### config.mk
export PLATFORM = sky130hd
export DESIGN_NAME = mdio_mgmt_ctrl
export DESIGN_NICKNAME = d
export VERILOG_FILES = /design/src/rtl/mdio_pkg.sv /design/src/rtl/mdio_tick_gen.sv /design/src/rtl/mdio_frame_eng.sv /design/src/rtl/mdio_mgmt_ctrl.sv
export SDC_FILE = /design/constraint.sdc
export NUM_CORES = 1
export LEC_CHECK = 0
export BUFFER_PORTS_ARGS = -buffer_cell sky130_fd_sc_hd__buf_2
export CORE_MARGIN = 5
export CORE_UTILIZATION = 59
export CTS_CLUSTER_DIAMETER = 150
export DETAILED_ROUTE_END_ITERATION = 8
export HOLD_SLACK_MARGIN = 0.03
export PLACE_DENSITY_LB_ADDON = 0.08
export SLEW_MARGIN = 10
export SYNTH_ARGS = -nofsm -noshare
export SYNTH_HDL_FRONTEND = slang
export SYNTH_SLANG_ARGS = --single-unit
### constraint.sdc
create_clock -name clk -period 3 [get_ports clk]
set_clock_uncertainty 0.05 [all_clocks]
set_input_delay 0.3 -clock clk [delete_from_list [all_inputs] [get_ports clk]]
set_output_delay 0.3 -clock clk [all_outputs]
set_load 0.05 [all_outputs]
### src/rtl/mdio_pkg.sv
package mdio_pkg;

    localparam int N_SLOT   = 2;
    localparam int ADDR_W   = 5;
    localparam int DATA_W   = 16;
    localparam int N_PHY    = 1 << ADDR_W;

    localparam logic [3:0] A_CFG     = 4'd0;
    localparam logic [3:0] A_ALIVE   = 4'd1;
    localparam logic [3:0] A_LINK    = 4'd2;
    localparam logic [3:0] A_LRAW    = 4'd3;
    localparam logic [3:0] A_LMSK    = 4'd4;
    localparam logic [3:0] A_URAW    = 4'd5;
    localparam logic [3:0] A_UMSK    = 4'd6;
    localparam logic [3:0] A_MSET    = 4'd7;
    localparam logic [3:0] A_MCLR    = 4'd8;
    localparam logic [3:0] A_SLOT0   = 4'd9;

    typedef enum logic [1:0] {
        OWN_NONE  = 2'd0,
        OWN_SLOT0 = 2'd1,
        OWN_SLOT1 = 2'd2,
        OWN_POLL  = 2'd3
    } owner_e;

    typedef struct packed {
        logic              go;
        logic              wr;
        logic              ack;
        logic [ADDR_W-1:0] reg_a;
        logic [ADDR_W-1:0] phy;
        logic [DATA_W-1:0] data;
    } slot_t;

    function automatic logic [3:0] slot_cmd_addr(input int k);
        return 4'(32'(A_SLOT0) + 2 * k);
    endfunction

    function automatic logic [3:0] slot_sel_addr(input int k);
        return 4'(32'(A_SLOT0) + 2 * k + 1);
    endfunction

    function automatic owner_e slot_owner(input int k);
        return owner_e'(2'(k + 1));
    endfunction

    function automatic slot_t slot_unpack(input logic [31:0] w);
        slot_t s;
        s.go    = w[31];
        s.wr    = w[30];
        s.ack   = 1'b0;
        s.reg_a = w[25:21];
        s.phy   = w[20:16];
        s.data  = w[15:0];
        return s;
    endfunction

    function automatic logic [31:0] slot_pack(input slot_t s);
        return {s.go, s.wr, s.ack, 3'b000, s.reg_a, s.phy, s.data};
    endfunction

endpackage

### src/rtl/mdio_tick_gen.sv
module mdio_tick_gen #(
    parameter int DIV_W = 8
) (
    input  logic             clk,
    input  logic             rst_n,
    input  logic             clr,
    input  logic [DIV_W-1:0] div,
    output logic             tick
);

    logic [DIV_W-1:0] cnt_d, cnt_q;

    always_comb begin
        tick  = 1'b0;
        cnt_d = cnt_q + 1'b1;
        if (clr) begin
            cnt_d = '0;
        end else if (cnt_q == div) begin
            tick  = 1'b1;
            cnt_d = '0;
        end
    end

    always_ff @(posedge clk or negedge rst_n) begin
        if (!rst_n) cnt_q <= '0;
        else        cnt_q <= cnt_d;
    end

endmodule

### src/rtl/mdio_frame_eng.sv
module mdio_frame_eng
    import mdio_pkg::*;
#(
    parameter int PRE_LEN = 32
) (
    input  logic              clk,
    input  logic              rst_n,
    input  logic              tick,
    input  logic              start,
    input  logic              is_wr,
    input  logic [ADDR_W-1:0] phy,
    input  logic [ADDR_W-1:0] reg_a,
    input  logic [DATA_W-1:0] wdata,
    input  logic              mdio_i,
    output logic              busy,
    output logic              done,
    output logic              ack,
    output logic [DATA_W-1:0] rdata,
    output logic              mdc,
    output logic              mdio_o,
    output logic              mdio_oe
);

    localparam int FRAME_LEN = PRE_LEN + 32;
    localparam int IDX_W     = $clog2(FRAME_LEN);
    localparam logic [IDX_W-1:0] TA_POS   = IDX_W'(PRE_LEN + 14);
    localparam logic [IDX_W-1:0] ACK_POS  = IDX_W'(PRE_LEN + 15);
    localparam logic [IDX_W-1:0] LAST_POS = IDX_W'(FRAME_LEN - 1);

    typedef struct packed {
        logic                 busy;
        logic                 done;
        logic                 mdc;
        logic                 wr;
        logic                 ack;
        logic [IDX_W-1:0]     idx;
        logic [FRAME_LEN-1:0] sh;
        logic [DATA_W-1:0]    rdata;
    } eng_st_t;

    eng_st_t st_d, st_q;

    always_comb begin
        st_d      = st_q;
        st_d.done = 1'b0;
        if (!st_q.busy) begin
            if (start) begin
                st_d.busy  = 1'b1;
                st_d.mdc   = 1'b0;
                st_d.wr    = is_wr;
                st_d.ack   = 1'b0;
                st_d.idx   = '0;
                st_d.rdata = '0;
                st_d.sh    = {{PRE_LEN{1'b1}}, 2'b01,
                              (is_wr ? 2'b01 : 2'b10), phy, reg_a,
                              (is_wr ? 2'b10 : 2'b11),
                              (is_wr ? wdata : {DATA_W{1'b1}})};
            end
        end else if (tick) begin
            if (!st_q.mdc) begin
                // rising edge: the PHY's bits are taken here
                st_d.mdc = 1'b1;
                if (!st_q.wr) begin
                    if (st_q.idx == ACK_POS)
                        st_d.ack = !mdio_i;
                    else if (st_q.idx > ACK_POS)
                        st_d.rdata = {st_q.rdata[DATA_W-2:0], mdio_i};
                end
            end else begin
                // falling edge: move on to the next bit
                st_d.mdc = 1'b0;
                if (st_q.idx == LAST_POS) begin
                    st_d.busy = 1'b0;
                    st_d.done = 1'b1;
                end else begin
                    st_d.idx = st_q.idx + 1'b1;
                    st_d.sh  = {st_q.sh[FRAME_LEN-2:0], 1'b0};
                end
            end
        end
    end

    always_ff @(posedge clk or negedge rst_n) begin
        if (!rst_n) st_q <= '0;
        else        st_q <= st_d;
    end

    assign busy    = st_q.busy;
    assign done    = st_q.done;
    assign ack     = st_q.ack;
    assign rdata   = st_q.rdata;
    assign mdc     = st_q.mdc;
    assign mdio_o  = st_q.sh[FRAME_LEN-1];
    assign mdio_oe = st_q.busy && (st_q.wr || (st_q.idx < TA_POS));

endmodule

### src/rtl/mdio_mgmt_ctrl.sv
module mdio_mgmt_ctrl
    import mdio_pkg::*;
#(
    parameter int DIV_W    = 8,
    parameter int PRE_LEN  = 32,
    parameter int POLL_REG = 1,
    parameter int LINK_BIT = 2
) (
    input  logic        clk,
    input  logic        rst_n,
    input  logic        reg_wr,
    input  logic [3:0]  reg_addr,
    input  logic [31:0] reg_wdata,
    output logic [31:0] reg_rdata,
    output logic        mdc,
    output logic        mdio_o,
    output logic        mdio_oe,
    input  logic        mdio_i,
    output logic        link_irq,
    output logic        user_irq
);

    localparam logic [ADDR_W-1:0] POLL_REG_A = ADDR_W'(POLL_REG);

    typedef struct packed {
        logic [DIV_W-1:0]              div;
        logic                          poll_en;
        logic [N_PHY-1:0]              alive;
        logic [N_PHY-1:0]              link;
        logic [N_SLOT-1:0]             lraw;
        logic [N_SLOT-1:0]             uraw;
        logic [N_SLOT-1:0]             umask;
        logic [N_SLOT-1:0]             lmask;
        slot_t [N_SLOT-1:0]            slot;
        logic [N_SLOT-1:0][ADDR_W-1:0] sel_phy;
        logic [N_SLOT-1:0]             sel_en;
        owner_e                        owner;
        logic [ADDR_W-1:0]             poll_addr;
        logic [ADDR_W-1:0]             fr_phy;
        logic                          fr_wr;
    } ctl_st_t;

    ctl_st_t st_d, st_q;

    logic              eng_start, eng_busy, eng_done, eng_ack, tick;
    logic [DATA_W-1:0] eng_rdata;
    logic [ADDR_W-1:0] f_reg;
    logic [DATA_W-1:0] f_wd;
    logic              new_link;
    logic              picked;

    // signals brought out for the bound checker
    logic [N_SLOT-1:0] slot_go;
    logic [1:0]        owner_cur;
    logic [N_PHY-1:0]  alive_vec;

    always_comb begin
        st_d      = st_q;
        eng_start = 1'b0;
        f_reg     = '0;
        f_wd      = '0;
        new_link  = 1'b0;
        picked    = 1'b0;

        // host writes
        if (reg_wr) begin
            case (reg_addr)
                A_CFG: begin
                    st_d.div     = reg_wdata[DIV_W-1:0];
                    st_d.poll_en = reg_wdata[8];
                end
                A_ALIVE: st_d.alive = st_q.alive & ~reg_wdata[N_PHY-1:0];
                A_LRAW:  st_d.lraw  = st_q.lraw & ~reg_wdata[N_SLOT-1:0];
                A_URAW:  st_d.uraw  = st_q.uraw & ~reg_wdata[N_SLOT-1:0];
                A_MSET: begin
                    st_d.umask = st_q.umask | reg_wdata[N_SLOT-1:0];
                    st_d.lmask = st_q.lmask | reg_wdata[16 +: N_SLOT];
                end
                A_MCLR: begin
                    st_d.umask = st_q.umask & ~reg_wdata[N_SLOT-1:0];
                    st_d.lmask = st_q.lmask & ~reg_wdata[16 +: N_SLOT];
                end
                default: ;
            endcase
            for (int k = 0; k < N_SLOT; k++) begin
                if (reg_addr == slot_cmd_addr(k) && !st_q.slot[k].go)
                    st_d.slot[k] = slot_unpack(reg_wdata);
                if (reg_addr == slot_sel_addr(k)) begin
                    st_d.sel_phy[k] = reg_wdata[ADDR_W-1:0];
                    st_d.sel_en[k]  = reg_wdata[6];
                end
            end
        end

        // frame completion: hardware sets win over same-cycle clears
        if (eng_done) begin
            if (!st_q.fr_wr && eng_ack)
                st_d.alive[st_q.fr_phy] = 1'b1;
            for (int k = 0; k < N_SLOT; k++) begin
                if (st_q.owner == slot_owner(k)) begin
                    if (!st_q.fr_wr) begin
                        st_d.slot[k].data = eng_rdata;
                        st_d.slot[k].ack  = eng_ack;
                    end
                    st_d.slot[k].go = 1'b0;
                    st_d.uraw[k]    = 1'b1;
                end
            end
            if (st_q.owner == OWN_POLL) begin
                new_link = eng_ack & eng_rdata[LINK_BIT];
                for (int k = 0; k < N_SLOT; k++) begin
                    if (st_q.sel_en[k] && st_q.sel_phy[k] == st_q.fr_phy &&
                        new_link != st_q.link[st_q.fr_phy])
                        st_d.lraw[k] = 1'b1;
                end
                st_d.link[st_q.fr_phy] = new_link;
                st_d.poll_addr         = st_q.poll_addr + 1'b1;
            end
            st_d.owner = OWN_NONE;
        end

        // dispatch at a frame boundary: lowest slot first, then a poll
        if (!eng_busy && (st_q.owner == OWN_NONE || eng_done)) begin
            for (int k = 0; k < N_SLOT; k++) begin
                if (!picked && st_d.slot[k].go) begin
                    picked      = 1'b1;
                    eng_start   = 1'b1;
                    st_d.owner  = slot_owner(k);
                    st_d.fr_phy = st_d.slot[k].phy;
                    st_d.fr_wr  = st_d.slot[k].wr;
                    f_reg       = st_d.slot[k].reg_a;
                    f_wd        = st_d.slot[k].data;
                end
            end
            if (!picked && st_q.poll_en) begin
                eng_start   = 1'b1;
                st_d.owner  = OWN_POLL;
                st_d.fr_phy = st_d.poll_addr;
                st_d.fr_wr  = 1'b0;
                f_reg       = POLL_REG_A;
            end
        end
    end

    always_ff @(posedge clk or negedge rst_n) begin
        if (!rst_n) st_q <= '0;
        else        st_q <= st_d;
    end

    // register read view
    always_comb begin
        reg_rdata = '0;
        case (reg_addr)
            A_CFG: begin
                reg_rdata[DIV_W-1:0] = st_q.div;
                reg_rdata[8]         = st_q.poll_en;
            end
            A_ALIVE: reg_rdata = st_q.alive;
            A_LINK:  reg_rdata = st_q.link;
            A_LRAW:  reg_rdata[N_SLOT-1:0] = st_q.lraw;
            A_LMSK:  reg_rdata[N_SLOT-1:0] = st_q.lraw & st_q.lmask;
            A_URAW:  reg_rdata[N_SLOT-1:0] = st_q.uraw;
            A_UMSK:  reg_rdata[N_SLOT-1:0] = st_q.uraw & st_q.umask;
            A_MSET: begin
                reg_rdata[N_SLOT-1:0]  = st_q.umask;
                reg_rdata[16 +: N_SLOT] = st_q.lmask;
            end
            default: ;
        endcase
        for (int k = 0; k < N_SLOT; k++) begin
            if (reg_addr == slot_cmd_addr(k))
                reg_rdata = slot_pack(st_q.slot[k]);
            if (reg_addr == slot_sel_addr(k)) begin
                reg_rdata[ADDR_W-1:0] = st_q.sel_phy[k];
                reg_rdata[6]          = st_q.sel_en[k];
            end
        end
    end

    assign user_irq = |(st_q.uraw & st_q.umask);
    assign link_irq = |(st_q.lraw & st_q.lmask);

    for (genvar g = 0; g < N_SLOT; g++) begin : g_go
        assign slot_go[g] = st_q.slot[g].go;
    end
    assign owner_cur = st_q.owner;
    assign alive_vec = st_q.alive;

    mdio_tick_gen #(.DIV_W(DIV_W)) u_tick (
        .clk   (clk),
        .rst_n (rst_n),
        .clr   (eng_start),
        .div   (st_q.div),
        .tick  (tick)
    );

    mdio_frame_eng #(.PRE_LEN(PRE_LEN)) u_eng (
        .clk     (clk),
        .rst_n   (rst_n),
        .tick    (tick),
        .start   (eng_start),
        .is_wr   (st_d.fr_wr),
        .phy     (st_d.fr_phy),
        .reg_a   (f_reg),
        .wdata   (f_wd),
        .mdio_i  (mdio_i),
        .busy    (eng_busy),
        .done    (eng_done),
        .ack     (eng_ack),
        .rdata   (eng_rdata),
        .mdc     (mdc),
        .mdio_o  (mdio_o),
        .mdio_oe (mdio_oe)
    );

endmodule

## After elaboration in Yosys (flattened, before gate mapping)

Cells that the tools add are included.

- Add/sub/neg operators: 3
- Multiply operators: 0
- Div/mod/pow operators: 0
- Magnitude comparators: 4
- Eq/ne operators: 29
- Shift-type cells: 0
- Mux-type cells: 101
- Bitwise gates (word level): 15
- Reductions and logical operators: 37

Operator list:

| cell | count |
|---|---|
| 16-bit 2-to-1 mux | 13 |
| 87-bit 2-to-1 mux | 2 |
| 32-bit 2-to-1 mux | 5 |
| 70-bit 2-to-1 mux | 2 |
| 89-bit 2-to-1 mux | 1 |
| 78-bit 2-to-1 mux | 1 |
| 68-bit 2-to-1 mux | 1 |
| 29-bit 2-to-1 mux | 2 |
| 5-bit 2-to-1 mux | 9 |
| 1-bit 2-to-1 mux | 37 |
| 34-bit 2-to-1 mux | 1 |
| 32-bit bitwise AND | 1 |
| 32-bit bitwise mux | 1 |
| 32-bit inverter | 1 |
| 32-bit OR | 1 |
| 14-bit case mux with 2 select lines | 1 |
| 6-bit 2-to-1 mux | 4 |
| 7-bit case mux with 3 select lines | 1 |
| 4-bit equality test (second input constant) | 5 |
| 2-bit 2-to-1 mux | 9 |
| 17-bit 2-to-1 mux | 1 |
| 4-bit by 3-bit equality test with 1-bit output (second input constant) | 4 |
| 8-bit 2-to-1 mux | 2 |
| 2-bit != test (second input constant) | 8 |
| other kinds (39) | 76 |

- Flip-flop bits (word level): 263
- Bits in latches: 0
- RAM bits: 0
- Bits in read-only memories: 0
- Bits of input ports: 40
- Output and inout bits: 37
- Word-level logic and storage cells: 226
- Memories: 0

## Longest topological paths before layout

- Depth after elaboration: 20
- Mapped depth: 10
- Depth with buffers taken out: 7

## Modules after synthesis

From an unflattened synthesis, not the netlist that was laid out.

- Cell total of the unflattened synthesis: 1525
- Area, all modules: 13957.1 µm²

Modules (own cells, without submodules):

| module | times used | cells an instance | area each (µm²) | seq. area each (µm²) |
|---|---|---|---|---|
| mdio_mgmt_ctrl | 1 | 1012 | 9067.4 | 4103.9 |
| mdio_frame_eng | 1 | 468 | 4380.5 | 2277.2 |
| mdio_tick_gen | 1 | 45 | 509.2 | 200.2 |

## Worst setup path after synthesis

No wires, ideal clock.

- Path type: input to output
- From: in reg_addr[1]
- To: out reg_rdata[13]
- Arrival: 2.563 ns
- Data required time: 2.650 ns
- Slack: 0.087 ns
- Cell stages on the path: 7
- Path through: buf_2 nand2b_1 nor3_1 clkbuf_1 clkbuf_1 a221oi_1 o21ai_0

- Longest elaborated chain between the ends: 4
- Elaborated cells between the ends (all ways): 7

RTL lines:

| item | RTL line | RTL |
|---|---|---|
| from (decl) | mdio_mgmt_ctrl.sv:12 | `input logic [3:0] reg_addr,` |
| 4-bit by 2-bit equality test with 1-bit output or 4-bit by 1-bit equality test with 1-bit output (tied branches) | mdio_mgmt_ctrl.sv:153 | `case (reg_addr)` |
| 7-bit case mux with 2 select lines | mdio_mgmt_ctrl.sv:153 |  |
| 32-bit 2-to-1 mux | mdio_mgmt_ctrl.sv:171 | `if (reg_addr == slot_cmd_addr(k))` |
| 32-bit 2-to-1 mux * | mdio_mgmt_ctrl.sv:171 |  |
| to (decl) | mdio_mgmt_ctrl.sv:14 | `output logic [31:0] reg_rdata,` |

Every way passes the cells marked *; elsewhere a longest branch is shown, timed or not.

## Final worst setup path

- From: in reg_addr[0]
- To: out reg_rdata[29]

- Longest elaborated chain between the ends: 4
- Elaborated cells between the ends (all ways): 7

RTL lines:

| item | RTL line |
|---|---|
| 4-bit by 2-bit equality test with 1-bit output or 4-bit by 1-bit equality test with 1-bit output (tied branches) | mdio_mgmt_ctrl.sv:153 |
| 14-bit case mux with 2 select lines | mdio_mgmt_ctrl.sv:153 |
| 32-bit 2-to-1 mux | mdio_mgmt_ctrl.sv:171 |
| 32-bit 2-to-1 mux * | mdio_mgmt_ctrl.sv:171 |

Marks and branches as above.

==> out/qor.txt <==
Most instantiated library cell after synthesis: nand2_1
Slowest stage delay, CP: 0.61 ns
Met1 usage: 44.7%
CTS buffer count: 29
Area share of the largest cell type after synthesis: 49.9%
Remaining DRCs: 2
Setup TNS: 0 ns
CP top delay family: buffers and inverters
Number of antenna violations at the first check in global routing: 1
Pwr dens: 792 mW/mm^2
Top post-synthesis cells by area: dfrtp_1 50%, nand2_1 8.4%, o21ai_0 3.3%, mux2_2 3.2%, nor2_1 3.0%
Worst reg-to-reg setup slack: 0.50 ns
CP Data Required Time: 2.65 ns
Critical path type: input pin to output pin
Failing checks: design-rule violations
Final Cell Area: 0.0152 mm^2
Pre-CTS setup slack: 0.330 ns
Met2 Use GR: 47.6%
Core area: 0.0219 mm^2
First-pass GRT wire length: 63900 um
Largest family of logic cells by synthesized area: compound AO/OA/AOI/OAI gates
Non-Filler Instances: 1802
FP Rows: 54
CP Launch Point: reg_addr[0]
Vias in the first global route: 11300
Total Wirelength: 40400 um
Max Clock Freq: 0.356 GHz
Period Utilization, post-route: 93.7%
Via density: 6.43
Synth-to-Final Area Change: 15.2%
CP Cell Sequence: buf_2 > buf_4 > nand2b_1 > nor3_2 > buf_4 > a221oi_1 > o21ai_0 > buf_2
Synth Area in Simple Gates: 18.0%
Final min period: 2.81 ns
EDFF count, synth: 0
First-pass DRT Iterations: 9
Critical-path maximum fanout: 24
Post-synth top cells: 297 x nand2_1, 263 x dfrtp_1, 105 x nor2_1, 87 x o21ai_0
Root Buffer: clkbuf_16
Max Cap Viol: 0
ANT cells: 0
Worst EP arrival: 2.46 ns
Ports: 77
Synth Area in Compound Gates: 19.4%
Avg Cell Area, Syn: 9.33 um^2
# placed instances: 1730
CTS tree: done
Synth Cell Area: 0.0132 mm^2
Remaining global-route overflow: 0
Main synth FF type: dfrtp_1
Buffer and inverter count on the worst path: 4
XOR/XNOR share of the synthesized area: 2.12%
Pin count of the biggest net entering global routing: 85
Worst Tran Pin Value: 1.04 ns
HP Start: reg_wdata[9]
Seq/Total Area, Yosys: 49.9%
Mux contribution to synthesized area: 6.31%
Ys Warns: 0
Final Hold Violating Endpoints: 0
#FFs+latches synth: 263
Peak VDD IR: 0.671 mV
Die area: 0.0255 mm^2
Max clock buf depth: 3
Core Util, Final: 69.5%
CTS sink count: 263
Syn nets: 1457
RSZ-0062 raised after global routing: false
Final setup fails: 0
Insertion delay to the later sink of the worst-skew pair: 0.56 ns
Final worst setup slack: 0.190 ns
Worst Setup End Kind: output pin
Clock slew at reported path FFs: 0.06 ns
GP Congestion: 0.962
FFs w/ async S/R, synth: 100%
IO buf count: 76
Startpoint Class: input pin
Total Routing Usage GR: 31.1%
Final #Nets: 1547
Reg-to-Reg Start: st_q[1]$_DFF_PN0_
Synth unique cells: 67
Share of layout cells above drive strength 1: 15.8%
Met3 usage: 6.78%
Post-DRT Antenna Nets: 0
Synth Area in Adders: 0.284%
Cell taking the most area after synthesis: dfrtp_1
HP Class: input pin to register
Final Max Slew Viols: 0
LEAKAGE: 7.08 nW
Routed WL per cell: 22.4 um
Slowest cell on crit path: a221oi_1
Die Y: 160 um
H-tree depth: 1
DR vias: 11600
Area after DPL: 0.0141 mm^2
Global routing's busiest layer: met2
Max_slew headroom: 30.2%
Post-CTS sizing: 0
DRT iter0 DRCs: 1511
Status: finished with violations
Cells after Synth: 1414
Die Wd: 160 um
Initial core utilization: 60.3%
Post-DP HPWL: 28000 um
metal layers:
layer | vias up | routed length, um | share of wire, %
met3 | 94 | 3780 | 9.4
li1 | 5223 | - | -
met1 | 5698 | 16900 | 42
met2 | 577 | 18400 | 46
met4 | 2 | 1260 | 3.1
met5 | - | 7 | 0.017
per-stage QoR:
step / hold slack [ns] / total power [W]
2_1_floorplan: -0.0456 / 0.00752
3_3_place_gp: 0.317 / 0.00845
3_5_place_dp: 0.310 / 0.00855
4_1_cts: 0.0309 / 0.0120
5_1_grt: 0.0361 / 0.0127
6_report: 0.0460 / 0.0120
cell type report:
class                      instances  area (um^2)
tap                              280          350
clock buffer                      39          833
inverter                          38          143
timing repair buffer             152         1110
clock inverter                    10         82.6
sequential                       263         6580
multi-input combinational       1020         6110
fill                            1721         6680
layout by cell type, fill, tap and decap left out, types with 13 or more instances in the layout:
master,instances
clkbuf_16,29
buf_4,46
dfrtp_1,262
nor2_1,105
mux2i_1,22
nand3_1,54
a222oi_1,18
a31oi_1,25
a22o_1,26
a21oi_1,68
a22oi_1,18
xnor2_1,13
buf_2,75
mux2_2,37
o21a_1,18
a221oi_1,26
inv_1,36
xor2_1,19
o211ai_1,39
dlygate4sd3_1,23
nand2_1,297
o21ai_0,87
cells by family after synthesis:
family	after synthesis
AND/OR/NAND/NOR	542
AO/OA/AOI/OAI	375
flip-flops	263
buffers and inverters	131
multiplexers	68
XOR/XNOR	32
adder cells (fa/ha/maj)	3
power breakdown:
part | leakage (nW) | switching (W) | internal [W]
combinational | 3.34 | 0.00172 | 0.00128
sequential | 3.27 | 0.00102 | 0.00457
clock | 0.462 | 0.00144 | 0.00201
tightest hold or removal path, delay by kind of cell:
kind	cells	cell delay, ns
AO/OA/AOI/OAI	1	0.11
buffers and inverters	1	0.14
AND/OR/NAND/NOR	1	0.06
worst paths after layout:
path                                              endpoint  cells after the start
worst max-delay path                         reg_rdata[29]                      8
worst min register to register  u_eng.st_q[47]$_DFFE_PN0P_                      2
worst max register to register          st_q[90]$_DFF_PN0_                      6
max in group asynchronous        u_tick.cnt_q[2]$_DFF_PN0_                      3
worst min-delay path                alive_vec[9]$_DFF_PN0_                      3
min in group asynchronous             st_q[24]$_DFFE_PN0P_                      2
timing repair:
action / CTS / global route
hold buffers: 23 / 0
setup buffers: 0 / 0
endpoints found under the hold margin: 114 / 0
(Power assumes the default switching activity.)
